==> src/rtl/irq_pend_pkg.sv <==
package irq_pend_pkg;
    typedef enum logic {
        WK_LOAD_EN = 1'b0,
        WK_CLEAR   = 1'b1
    } wr_kind_e;
endpackage

==> src/rtl/irq_grp_store.sv <==
module irq_grp_store
    import irq_pend_pkg::*;
#(
    parameter int SRC_W = 8
) (
    input  logic             clk,
    input  logic             rst_n,
    input  logic [SRC_W-1:0] evt_i,
    input  logic             wr_hit_i,
    input  logic             wr_clr_i,
    input  logic [SRC_W-1:0] wr_data_i,
    output logic [SRC_W-1:0] flag_o,
    output logic             pend_o
);
    typedef struct packed {
        logic [SRC_W-1:0] flag;
        logic [SRC_W-1:0] en;
    } grp_st_t;

    grp_st_t st_d, st_q;

    always_comb begin
        st_d = st_q;
        if (wr_hit_i && wr_clr_i == WK_CLEAR) begin
            st_d.flag = st_q.flag & ~wr_data_i;
        end
        if (wr_hit_i && wr_clr_i == WK_LOAD_EN) begin
            st_d.en = wr_data_i;
        end
        // hardware set applied last so it wins over a clear
        st_d.flag = st_d.flag | evt_i;
    end

    always_ff @(posedge clk) begin
        if (!rst_n) st_q <= '0;
        else        st_q <= st_d;
    end

    assign flag_o = st_q.flag;
    assign pend_o = |(st_q.flag & st_q.en);
endmodule

==> src/rtl/irq_sys_store.sv <==
module irq_sys_store
    import irq_pend_pkg::*;
#(
    parameter int SYS_SRC = 4
) (
    input  logic               clk,
    input  logic               rst_n,
    input  logic [SYS_SRC-1:0] evt_i,
    input  logic               wr_hit_i,
    input  logic               wr_clr_i,
    input  logic [SYS_SRC-1:0] wr_bits_i,
    input  logic               wr_gie_i,
    output logic               pend_o
);
    typedef struct packed {
        logic               gie;
        logic [SYS_SRC-1:0] flag;
        logic [SYS_SRC-1:0] en;
    } sys_st_t;

    sys_st_t st_d, st_q;

    always_comb begin
        st_d = st_q;
        if (wr_hit_i && wr_clr_i == WK_CLEAR) begin
            st_d.flag = st_q.flag & ~wr_bits_i;
        end
        if (wr_hit_i && wr_clr_i == WK_LOAD_EN) begin
            st_d.en  = wr_bits_i;
            st_d.gie = wr_gie_i;
        end
        st_d.flag = st_d.flag | evt_i;
    end

    always_ff @(posedge clk) begin
        if (!rst_n) st_q <= '0;
        else        st_q <= st_d;
    end

    assign pend_o = st_q.gie & (|(st_q.flag & st_q.en));
endmodule

==> src/rtl/irq_id_reg.sv <==
module irq_id_reg #(
    parameter int NUM_GRP = 6,
    parameter int ID_W    = 8
) (
    input  logic               clk,
    input  logic               rst_n,
    input  logic [NUM_GRP-1:0] grp_pend_i,
    input  logic               sys_pend_i,
    output logic [ID_W-1:0]    id_o
);
    localparam int SYS_BIT = ID_W - 1;

    typedef struct packed {
        logic [ID_W-1:0] id;
    } id_st_t;

    id_st_t st_d, st_q;

    always_comb begin
        st_d.id                = '0;
        st_d.id[NUM_GRP-1:0]   = grp_pend_i;
        st_d.id[SYS_BIT]       = sys_pend_i;
    end

    always_ff @(posedge clk) begin
        if (!rst_n) st_q <= '0;
        else        st_q <= st_d;
    end

    assign id_o = st_q.id;
endmodule

==> src/rtl/irq_pend_id.sv <==
module irq_pend_id
    import irq_pend_pkg::*;
#(
    parameter int NUM_GRP = 6,
    parameter int SRC_W   = 8,
    parameter int SYS_SRC = 4,
    parameter int SEL_W   = 3,
    parameter int ID_W    = 8
) (
    input  logic                     clk,
    input  logic                     rst_n,
    input  logic [NUM_GRP*SRC_W-1:0] evt_i,
    input  logic [SYS_SRC-1:0]       sys_evt_i,
    input  logic                     wr_en_i,
    input  logic [SEL_W-1:0]         wr_sel_i,
    input  logic                     wr_clr_i,
    input  logic [SRC_W-1:0]         wr_data_i,
    output logic [ID_W-1:0]          id_o
);
    localparam logic [SEL_W-1:0] SYS_SEL = SEL_W'(NUM_GRP);
    localparam int               GIE_BIT = SRC_W - 1;

    logic [NUM_GRP-1:0]       grp_pend;
    logic [NUM_GRP*SRC_W-1:0] flag_all;
    logic                     sys_pend;

    for (genvar g = 0; g < NUM_GRP; g++) begin : g_grp
        localparam logic [SEL_W-1:0] MY_SEL = SEL_W'(g);
        irq_grp_store #(.SRC_W(SRC_W)) u_store (
            .clk       (clk),
            .rst_n     (rst_n),
            .evt_i     (evt_i[g*SRC_W +: SRC_W]),
            .wr_hit_i  (wr_en_i && wr_sel_i == MY_SEL),
            .wr_clr_i  (wr_clr_i),
            .wr_data_i (wr_data_i),
            .flag_o    (flag_all[g*SRC_W +: SRC_W]),
            .pend_o    (grp_pend[g])
        );
    end

    irq_sys_store #(.SYS_SRC(SYS_SRC)) u_sys (
        .clk       (clk),
        .rst_n     (rst_n),
        .evt_i     (sys_evt_i),
        .wr_hit_i  (wr_en_i && wr_sel_i == SYS_SEL),
        .wr_clr_i  (wr_clr_i),
        .wr_bits_i (wr_data_i[SYS_SRC-1:0]),
        .wr_gie_i  (wr_data_i[GIE_BIT]),
        .pend_o    (sys_pend)
    );

    irq_id_reg #(.NUM_GRP(NUM_GRP), .ID_W(ID_W)) u_id (
        .clk        (clk),
        .rst_n      (rst_n),
        .grp_pend_i (grp_pend),
        .sys_pend_i (sys_pend),
        .id_o       (id_o)
    );
endmodule

==> config.mk <==
export PLATFORM = sky130hd
export DESIGN_NAME = irq_pend_id
export DESIGN_NICKNAME = d
export VERILOG_FILES = /design/src/rtl/irq_pend_pkg.sv /design/src/rtl/irq_grp_store.sv /design/src/rtl/irq_sys_store.sv /design/src/rtl/irq_id_reg.sv /design/src/rtl/irq_pend_id.sv
export SDC_FILE = /design/constraint.sdc
export NUM_CORES = 1
export LEC_CHECK = 0
export ABC_AREA = 1
export ABC_CLOCK_PERIOD_IN_PS = 1220
export CAP_MARGIN = 20
export CORE_MARGIN = 4
export CORE_UTILIZATION = 55
export CTS_BUF_LIST = sky130_fd_sc_hd__clkbuf_4 sky130_fd_sc_hd__clkbuf_8 sky130_fd_sc_hd__clkbuf_16
export CTS_CLUSTER_DIAMETER = 150
export DETAILED_ROUTE_END_ITERATION = 6
export DONT_BUFFER_PORTS = 1
export GPL_ROUTABILITY_DRIVEN = 0
export GPL_TIMING_DRIVEN = 0
export PLACE_DENSITY_LB_ADDON = 0.15
export SETUP_SLACK_MARGIN = 0.1
export SLEW_MARGIN = 20
export SYNTH_ARGS = -nofsm -noshare
export SYNTH_HDL_FRONTEND = slang
export SYNTH_SLANG_ARGS = --single-unit
==> constraint.sdc <==
create_clock -name clk -period 1.22 [get_ports clk]
set_input_delay 0.122 -clock clk [delete_from_list [all_inputs] [get_ports clk]]
set_output_delay 0.122 -clock clk [all_outputs]
set_load 0.05 [all_outputs]
==> flow_summary_export.csv, run 1 <==
group,metric,value,unit
power_and_ir_drop,power.density,1288,mW/mm^2
drt,routed_via_density,5.456,
power_and_ir_drop,clkPwrFrac,36.2,%
synthesis,ys_seq_area_share,48.02,%
final_layout,drive_gt1_share,9.971,%
drt,wl,12.53,mm
sta,relSlewSlack,61.21,%
floorplanning,start_util,56.55,%
critical_path,arrival,0.87,ns
power_and_ir_drop,peakVddDrop,0.9072,mV
drt,post-route-drc-count,0,
power_and_ir_drop,seqPwrFrac,53.6,%
cts,clock_latency,0.37,ns
sta,fin_crit,0.9932,ns
sta,timing.hold.ws,0.007630,ns
synthesis,synth_fp_nets,672,
power_and_ir_drop,switching_share,24.63,%
floorplanning,die_h,100.1,um
cts,clk_pin_slew,0.11,ns
drt,ant_nets,0,
critical_path,cp-end-kind,"primary output",
floorplanning,die_w,100.1,um
drt,drt-pass1-iter-count,5,
power_and_ir_drop,p_int,0.005498,W
cts,htree_levels,3,
worst_hold_path,hold_path_class,"primary input to flop",
run_status,outcome,"finished, final reports clean",
final_layout,layoutNonFillerInstCount,787,
grt,grt_first_pass_wirelength,20.82,mm
grt,grt_pass1_vias,4204,
grt,antenna_found_initial,0,
synthesis,synth_top_area_share,48.02,%
sta,clock.fmax,1.007,GHz
cts,cts_setup_buffers,0,
placement,io_buffers,0,
synthesis,synth_top_area_cell,"dfxtp_1",
synthesis,synth_area_leaders,"dfxtp_1 48%, a21oi_1 11%, nand2_1 11%",
placement,hpwlAfterDp,8.228,mm
grt,grt_start_max_net_pins,19,
grt,globalRouteTotalUtil,26.13,%
synthesis,synth_warnings,0,
cts,cts_root_buffer,"clkbuf_8",
floorplanning,core_area,0.008258,sq mm
synthesis,ys_seq_elements,112,
drt,drt_iter0_markers,232,
critical_path,cp.required,1.10,ns
critical_path,crit_type,"flop to primary output",
critical_path,cp-start-kind,"flop",
sta,fin_skew,0.006895,ns
cts,cts_tree,"built",
sta,final-setup-viol-count,0,
sta,hold_viol_final,0,
power_and_ir_drop,fin_total_pwr,0.007295,W
flow_run,drv_cap,0,
floorplanning,rows,33,
floorplanning,dieArea,0.01003,sq mm
synthesis,avgSynthCellArea,7.718,sq um
final_layout,nets,744,
drt,num_vias,4294,
power_and_ir_drop,p_leak,2.205,nW
placement,pre_cts_slack,-0.03802,ns
critical_path,crit_fanout,1,
sta,maxSlewViolCount,0,
final_layout,num_antenna_cells,0,
sta,fin_crit_sh,81.41,%
power_and_ir_drop,switching_power,0.001797,W
synthesis,syn_inst,605,
placement,dp_cells,710,
sta,rsz0062_at_grt,"false",
sta,worst_pin_slew,0.5819,ns
cts,cts.sinks,112,
synthesis,syn-cell-area,0.004669,sq mm
floorplanning,io-pin-count,75,
drt,wl_per_cell,15.92,um
grt,overflow,0,
synthesis,synth_cell_types,27,
final_layout,synthToLayoutAreaGrowth,21.25,%
cts,numCtsBuffers,9,
power_and_ir_drop,p_comb_share,10.1,%
sta,finalWorstSetupSlack,0.2268,ns
cts,cts_buffer_depth,2,
-- cells in the mapped netlist (all sizes together) --
master	instances
a21oi	108
a41oi	1
buf	24
dfxtp	112
nand2	136
clkinv	1
clkbuf	13
inv	58
nand4	19
nand3	84
conb	1
nor2	29
o21ai	16
a31oi	3
-- kinds of logic (layout without fill, tap and decap cells) --
family / Yosys count / after routing / synth area share, %
buffers and inverters: 96 / 173 / 10.24
AOI/OAI and AO/OA: 128 / 128 / 14.12
DFF: 112 / 112 / 48.02
other: 1 / 1 / 0.08031
and+or+nand+nor: 268 / 268 / 27.55
-- worst paths after layout --
| check | cells past startpoint | start | to | slack, ns |
|---|---|---|---|---|
| worst max-delay path | 0 | u_id.id_o[2]$_SDFF_PN0_ | id_o[2] | 0.23 |
| worst min-delay path | 3 | wr_data_i[4] | g_grp[4].u_store.flag_o[4]$_SDFF_PN0_ | 0.008 |
| worst max register to register | 4 | g_grp[4].u_store.flag_o[0]$_SDFF_PN0_ | u_id.id_o[4]$_SDFF_PN0_ | 0.39 |
| worst min register to register | 2 | g_grp[0].u_store.st_q[4]$_SDFFE_PN0P_ | g_grp[0].u_store.st_q[4]$_SDFFE_PN0P_ | 0.45 |
-- metrics by stage --
stage | TNS (ns) | util [%] | area (sq um)
floorplan | 0 | - | 4669
global placement | -0.04472 | 58.14 | 4801
detailed placement | -0.2917 | 58.14 | 4801
CTS | 0 | 68.56 | 5662
global route | 0 | 68.56 | 5662
finish | 0 | 68.56 | 5662
-- layout by cell type, fill, tap and decap left out, types with 7 or more instances in the layout --
cell type	n
a21oi_1	107
buf_6	13
clkbuf_1	13
clkbuf_8	9
dfxtp_1	105
dfxtp_2	7
dlygate4sd3_1	61
inv_1	54
nand2_1	131
nand3_1	81
nand4_1	19
nor2_1	22
o21ai_0	12
-- per-layer routing --
layer  track usage, %  part of all wire, %  vias up  wire (um)
li1                 -                    -     2139          -
met1            33.99                   42     1982       5303
met2            43.83                   49      151       6098
met3            6.115                  7.4       22        929
met4            6.736                  1.6        0        197
met5                0                    0        -          0
-- layout make-up --
type / instances / area, sq um
Inverter: 59 / 222.7
Fill cell: 697 / 2596
Clock inverter: 7 / 117.6
Clock buffer: 9 / 123.9
Buffer: 37 / 255.2
Tap cell: 105 / 131.4
Multi-Input combinational cell: 397 / 1949
Timing Repair Buffer: 61 / 610.6
Sequential cell: 112 / 2251
-- power groups by stage --
stage | registers [W] | logic (W) | clock network [W]
6_report | 0.00391 | 0.000740 | 0.00264
5_1_grt | 0.00393 | 0.000816 | 0.00282
4_1_cts | 0.00391 | 0.000727 | 0.00267
3_5_place_dp | 0.00399 | 0.000554 | 0
3_3_place_gp | 0.00399 | 0.000540 | 0
2_1_floorplan | 0.00397 | 0.000425 | 0
-- repair_timing --
item	4_1_cts	5_1_grt
hold endpoints to repair	59	0
setup endpoints to repair	7	0
hold buffers	61	0
gates resized for setup	7	0
-- state kept, by name, indices dropped and copies added, names as in the netlist --
signal / count
g_grp.u_store.st_q: 48
u_sys.st_q: 9
g_grp.u_store.flag_o: 48
u_id.id_o: 7
No activity file was read; power rests on OpenSTA's default activity.
==> run 2, diff against run 1 <==
ABC_CLOCK_PERIOD_IN_PS = 880   (was 1220)
clock period = 0.88 ns   (was 1.22 ns; I/O delays follow)
==> flow_summary_export.csv, run 2 (same netlist as run 1, synthesis figures left out) <==
group,metric,value,unit
run_status,outcome,"finished, violations left",
run_status,violations,"negative hold slack, negative setup slack",
placement,dp_cells,710,
cts,cts_tree,"built",
floorplanning,die_h,100.1,um
sta,tns,-0.1140,ns
cts,numCtsBuffers,9,
final_layout,nets,746,
grt,overflow,0,
final_layout,synthToLayoutAreaGrowth,25.56,%
floorplanning,core_area,0.008258,sq mm
final_layout,num_antenna_cells,0,
floorplanning,die_w,100.1,um
grt,grt_pass1_vias,4351,
power_and_ir_drop,p_leak,2.340,nW
sta,fin_crit,0.9051,ns
grt,antenna_found_initial,0,
placement,dpl_cell_area,0.004905,sq mm
critical_path,crit_fanout,1,
critical_path,cp-end-kind,"primary output",
power_and_ir_drop,power.density,1617,mW/mm^2
flow_run,drv_cap,0,
worst_hold_path,min_from,"wr_sel_i[2]",
critical_path,r2r-start,"g_grp[4].u_store.flag_o[2]$_SDFF_PN0_",
power_and_ir_drop,fin_total_pwr,0.009478,W
power_and_ir_drop,peakVddDrop,0.9681,mV
sta,finalWorstSetupSlack,-0.02507,ns
cts,clock_latency,0.37,ns
sta,rsz0062_at_grt,"true",
critical_path,critPathLaunch,"u_id.id_o[0]$_SDFF_PN0_",
final_layout,layout_commonest_cell,"nand2_1",
final_layout,final_cell_mix,"119 x nand2_1, 104 x a21oi_1, 76 x nand3_1",
sta,fin_crit_sh,102.8,%
floorplanning,dieArea,0.01003,sq mm
sta,relSlewSlack,60.04,%
drt,wl_per_cell,16.29,um
critical_path,cp.required,0.79,ns
sta,timing.hold.ws,-0.006223,ns
placement,hpwlAfterDp,8.286,mm
final_layout,fill_cells,654,
cts,cts_root_buffer,"clkbuf_8",
critical_path,crit_type,"flop to primary output",
sta,maxSlewViolCount,0,
drt,ant_nets,0,
grt,grt_first_pass_wirelength,20.51,mm
final_layout,drive_gt1_share,19.01,%
critical_path,arrival,0.82,ns
sta,fin_skew,0.01416,ns
drt,num_vias,4375,
floorplanning,io-pin-count,75,
drt,wl,12.85,mm
drt,routed_via_density,5.545,
placement,io_buffers,0,
final_layout,layoutNonFillerInstCount,789,
cts,cts_buffer_depth,2,
sta,final-setup-viol-count,7,
cts,cts.sinks,112,
cts,htree_levels,3,
sta,hold_viol_final,1,
sta,clock.fmax,1.105,GHz
drt,post-route-drc-count,0,
floorplanning,rows,33,
sta,worst_pin_slew,0.5993,ns
grt,globalRouteTotalUtil,25.86,%
worst_hold_path,hold_path_class,"primary input to flop",
drt,drt-pass1-iter-count,5,
cts,hold_buffers,61,
cts,clk_pin_slew,0.10,ns
floorplanning,start_util,56.55,%
grt,grt_start_max_net_pins,18,
drt,drt_iter0_markers,201,
critical_path,cp-start-kind,"flop",
final_layout,fin_area,0.005863,sq mm
==> run 2: worst paths after layout <==
check                                                             end  slack [ns]  cells after the start
worst max-delay path                                          id_o[0]       -0.03                      0
worst min-delay path            g_grp[0].u_store.flag_o[5]$_SDFF_PN0_      -0.006                      4
worst max register to register                u_id.id_o[4]$_SDFF_PN0_        0.02                      4
worst min register to register  g_grp[0].u_store.st_q[0]$_SDFFE_PN0P_        0.45                      2
==> run 2: cell type report <==
class	instances	area, sq um	area share [%]
sequential	112	2306	39.33
multi-input combinational	397	2047	34.91
timing repair buffer	63	649.4	11.08
buffer	37	292.8	4.994
inverter	59	246.5	4.204
clock buffer	13	166.4	2.838
tap	105	131.4	2.241
clock inverter	3	23.77	0.4055
==> run 2: per-stage QoR <==
stage	hold WS, ns	setup WS (ns)	util (%)
floorplan	0.2054	0.03479	-
global placement	0.2064	-0.1852	59.39
detailed placement	0.2132	-0.2224	59.39
CTS	-0.01639	-0.03560	69.56
global route	-0.01364	-0.06410	71.00
finish	-0.006223	-0.02507	71.00
==> run 2: worst min-delay path: stages <==
cell     delay (ns)
nor2_4         0.05
nand4_1        0.07
a21oi_1        0.05
nor2_1         0.07
==> run 2: timing repair <==
action,CTS,global route
buffers inserted,0,2
hold endpoints to repair,59,2
cloned,0,0
setup endpoints to repair,11,29
pin swaps,7,22
resized for setup,24,47
==> run 2: metal layers <==
| layer | global-route usage, % | part of all wire [%] | vias up |
|---|---|---|---|
| met5 | 0 | 0 | - |
| met4 | 8.808 | 2.4 | 0 |
| met3 | 7.158 | 7.2 | 29 |
| met2 | 44.09 | 50 | 163 |
| met1 | 31.43 | 41 | 2043 |
| li1 | - | - | 2140 |
==> run 2: power by group <==
part / internal (W) / total (W) / switching, W / leakage (nW)
Sequential: 0.00528 / 0.00543 / 0.000151 / 0.935
Clock: 0.00126 / 0.00295 / 0.00169 / 0.0931
Combinational: 0.000480 / 0.00110 / 0.000617 / 1.31
==> run 3, diff against run 2 <==
--- a/config.mk
+++ b/config.mk
@@ -16,5 +16,4 @@
 export DONT_BUFFER_PORTS = 1
 export GPL_ROUTABILITY_DRIVEN = 0
-export GPL_TIMING_DRIVEN = 0
 export PLACE_DENSITY_LB_ADDON = 0.15
 export SETUP_SLACK_MARGIN = 0.1
==> constraint.sdc (replaced) <==
create_clock -name clk -period 0.88 [get_ports clk]
set_input_delay 0.044 -clock clk [delete_from_list [all_inputs] [get_ports clk]]
set_output_delay 0.044 -clock clk [all_outputs]
set_load 0.05 [all_outputs]
==> flow_summary_export.csv, run 3 (same netlist as run 1, synthesis figures left out) <==
group,metric,value,unit
critical_path,crit_fanout,1,
critical_path,cp.required,0.84,ns
critical_path,r2r-start,"g_grp[3].u_store.flag_o[7]$_SDFF_PN0_",
worst_hold_path,hold_path_class,"primary input to flop",
grt,grt_first_pass_wirelength,19.23,mm
drt,drt_iter0_markers,173,
worst_hold_path,holdPathStages,2,
power_and_ir_drop,p_comb_share,8.9,%
power_and_ir_drop,seqPwrFrac,56.0,%
sta,rsz0062_at_grt,"true",
worst_hold_path,whs_endpoint,"g_grp[0].u_store.st_q[5]$_SDFFE_PN0P_",
floorplanning,core_area,0.008258,sq mm
floorplanning,dieArea,0.01003,sq mm
worst_hold_path,min_from,"rst_n",
cts,hold_buffers,52,
critical_path,cp-end-kind,"primary output",
drt,wl_per_cell,14.93,um
cts,numCtsBuffers,9,
critical_path,worst_r2r_path_depth,4,
sta,hold_viol_final,106,
critical_path,crit_family,"flip-flops",
sta,timing.hold.ws,-0.2147,ns
critical_path,r2r-end,"u_id.id_o[3]$_SDFF_PN0_",
power_and_ir_drop,switching_share,22.58,%
placement,io_buffers,0,
drt,num_vias,4228,
power_and_ir_drop,power.density,1683,mW/mm^2
flow_run,drv_cap,0,
grt,grt_start_max_net_pins,75,
placement,hpwlAfterDp,7.303,mm
drt,wl,11.50,mm
floorplanning,rows,33,
drt,drt-pass1-iter-count,4,
grt,globalRouteTotalUtil,23.97,%
cts,cts_buffer_depth,2,
cts,clock_latency,0.36,ns
cts,cts_root_buffer,"clkbuf_8",
placement,pre_cts_slack,-0.03318,ns
sta,maxSlewViolCount,0,
floorplanning,start_util,56.55,%
final_layout,fill_cells,690,
floorplanning,die_h,100.1,um
power_and_ir_drop,switching_power,0.002187,W
drt,routed_via_density,5.491,
final_layout,final_cell_mix,"114 x nand2_1, 107 x a21oi_1, 75 x nand3_1",
sta,finalWorstSetupSlack,-0.01739,ns
floorplanning,io-pin-count,75,
sta,fin_crit_sh,102.0,%
critical_path,arrival,0.85,ns
drt,post-route-drc-count,0,
final_layout,nets,728,
critical_path,max_stage_delay,0.35,ns
power_and_ir_drop,p_leak,2.266,nW
cts,cts_tree,"built",
final_layout,drive_gt1_share,20.30,%
cts,cts.sinks,112,
floorplanning,die_w,100.1,um
final_layout,synthToLayoutAreaGrowth,23.26,%
grt,overflow,0,
critical_path,r2r_setup_slack,0.08,ns
critical_path,crit_slowest_cell,"dfxtp_2",
sta,fin_crit,0.8974,ns
grt,grt_pass1_vias,4062,
critical_path,crit_type,"flop to primary output",
cts,htree_levels,3,
critical_path,crit_buf_inv,1,
final_layout,layout_commonest_cell,"nand2_1",
grt,antenna_found_initial,0,
power_and_ir_drop,p_int,0.007497,W
cts,clk_pin_slew,0.10,ns
power_and_ir_drop,clkPwrFrac,35.0,%
sta,final-setup-viol-count,7,
sta,clock.fmax,1.114,GHz
run_status,violations,"negative hold slack, negative setup slack",
run_status,outcome,"finished, violations left",
power_and_ir_drop,peakVddDrop,1.166,mV
critical_path,cp-start-kind,"flop",
final_layout,num_antenna_cells,0,
sta,fin_skew,0.005362,ns
drt,ant_nets,0,
critical_path,cp_cell_sequence,"buf_8",
run 3: how the worst max path moves through the flow:
stage | startpoint | end | depth (start not counted)
after floorplan | wr_sel_i[0] | g_grp[0].u_store.flag_o[0]$_SDFF_PN0_ | 5
after global placement | wr_sel_i[0] | g_grp[4].u_store.flag_o[4]$_SDFF_PN0_ | 5
after detailed placement | wr_sel_i[0] | g_grp[0].u_store.st_q[5]$_SDFFE_PN0P_ | 4
after CTS | u_id.id_o[2]$_SDFF_PN0_ | id_o[2] | 1
after global routing | u_id.id_o[2]$_SDFF_PN0_ | id_o[2] | 1
final | u_id.id_o[2]$_SDFF_PN0_ | id_o[2] | 1
run 3: cell type report:
cell class	instances	area, sq um	area share (%)
clock buffers	12	158.9	2.761
clock inverters	3	65.06	1.130
inverters	59	227.7	3.957
multi-input cells	397	2034	35.35
flip-flops and latches	112	2293	39.85
well taps	105	131.4	2.283
repair buffers	82	844.6	14.67
run 3: per-stage QoR:
stage | instance area (sq um) | total power, W | utilization (%) | instances | setup TNS, ns
after floorplan | 4702 | 0.006108 | - | 605 | 0
after global placement | 4821 | 0.006145 | 58.38 | 701 | 0
after detailed placement | 4821 | 0.006173 | 58.38 | 701 | -0.1065
after CTS | 5644 | 0.009717 | 68.35 | 768 | -0.1668
after global routing | 5756 | 0.01011 | 69.70 | 770 | -0.3914
final | 5756 | 0.009684 | 69.70 | 770 | -0.06195
run 3: power groups by stage:
stage / Sequential, W / Clock (W) / Combinational, W
final: 0.00543 / 0.00339 / 0.000867
after detailed placement: 0.00551 / 0 / 0.000659
after global placement: 0.00551 / 0 / 0.000638
after CTS: 0.00541 / 0.00345 / 0.000855
after floorplan: 0.00551 / 0 / 0.000603
after global routing: 0.00546 / 0.00369 / 0.000967
run 3: layer usage:
layer / part of all wire, % / routed length, um / global-route usage, % / vias up
met2: 50 / 5752 / 39.25 / 145
met1: 40 / 4573 / 30.83 / 1964
met4: 1.7 / 191 / 8.808 / 0
met3: 8.5 / 978 / 5.698 / 21
li1: - / - / - / 2098
met5: 0 / 0 / 0 / -
run 3: timing repair:
| item | 4_1_cts | 5_1_grt |
|---|---|---|
| setup buffers | 0 | 2 |
| hold endpoints to repair | 106 | 106 |
| gates resized for setup | 35 | 42 |
| setup endpoints to repair | 11 | 14 |
| pin swaps | 10 | 16 |
| cloned | 0 | 0 |
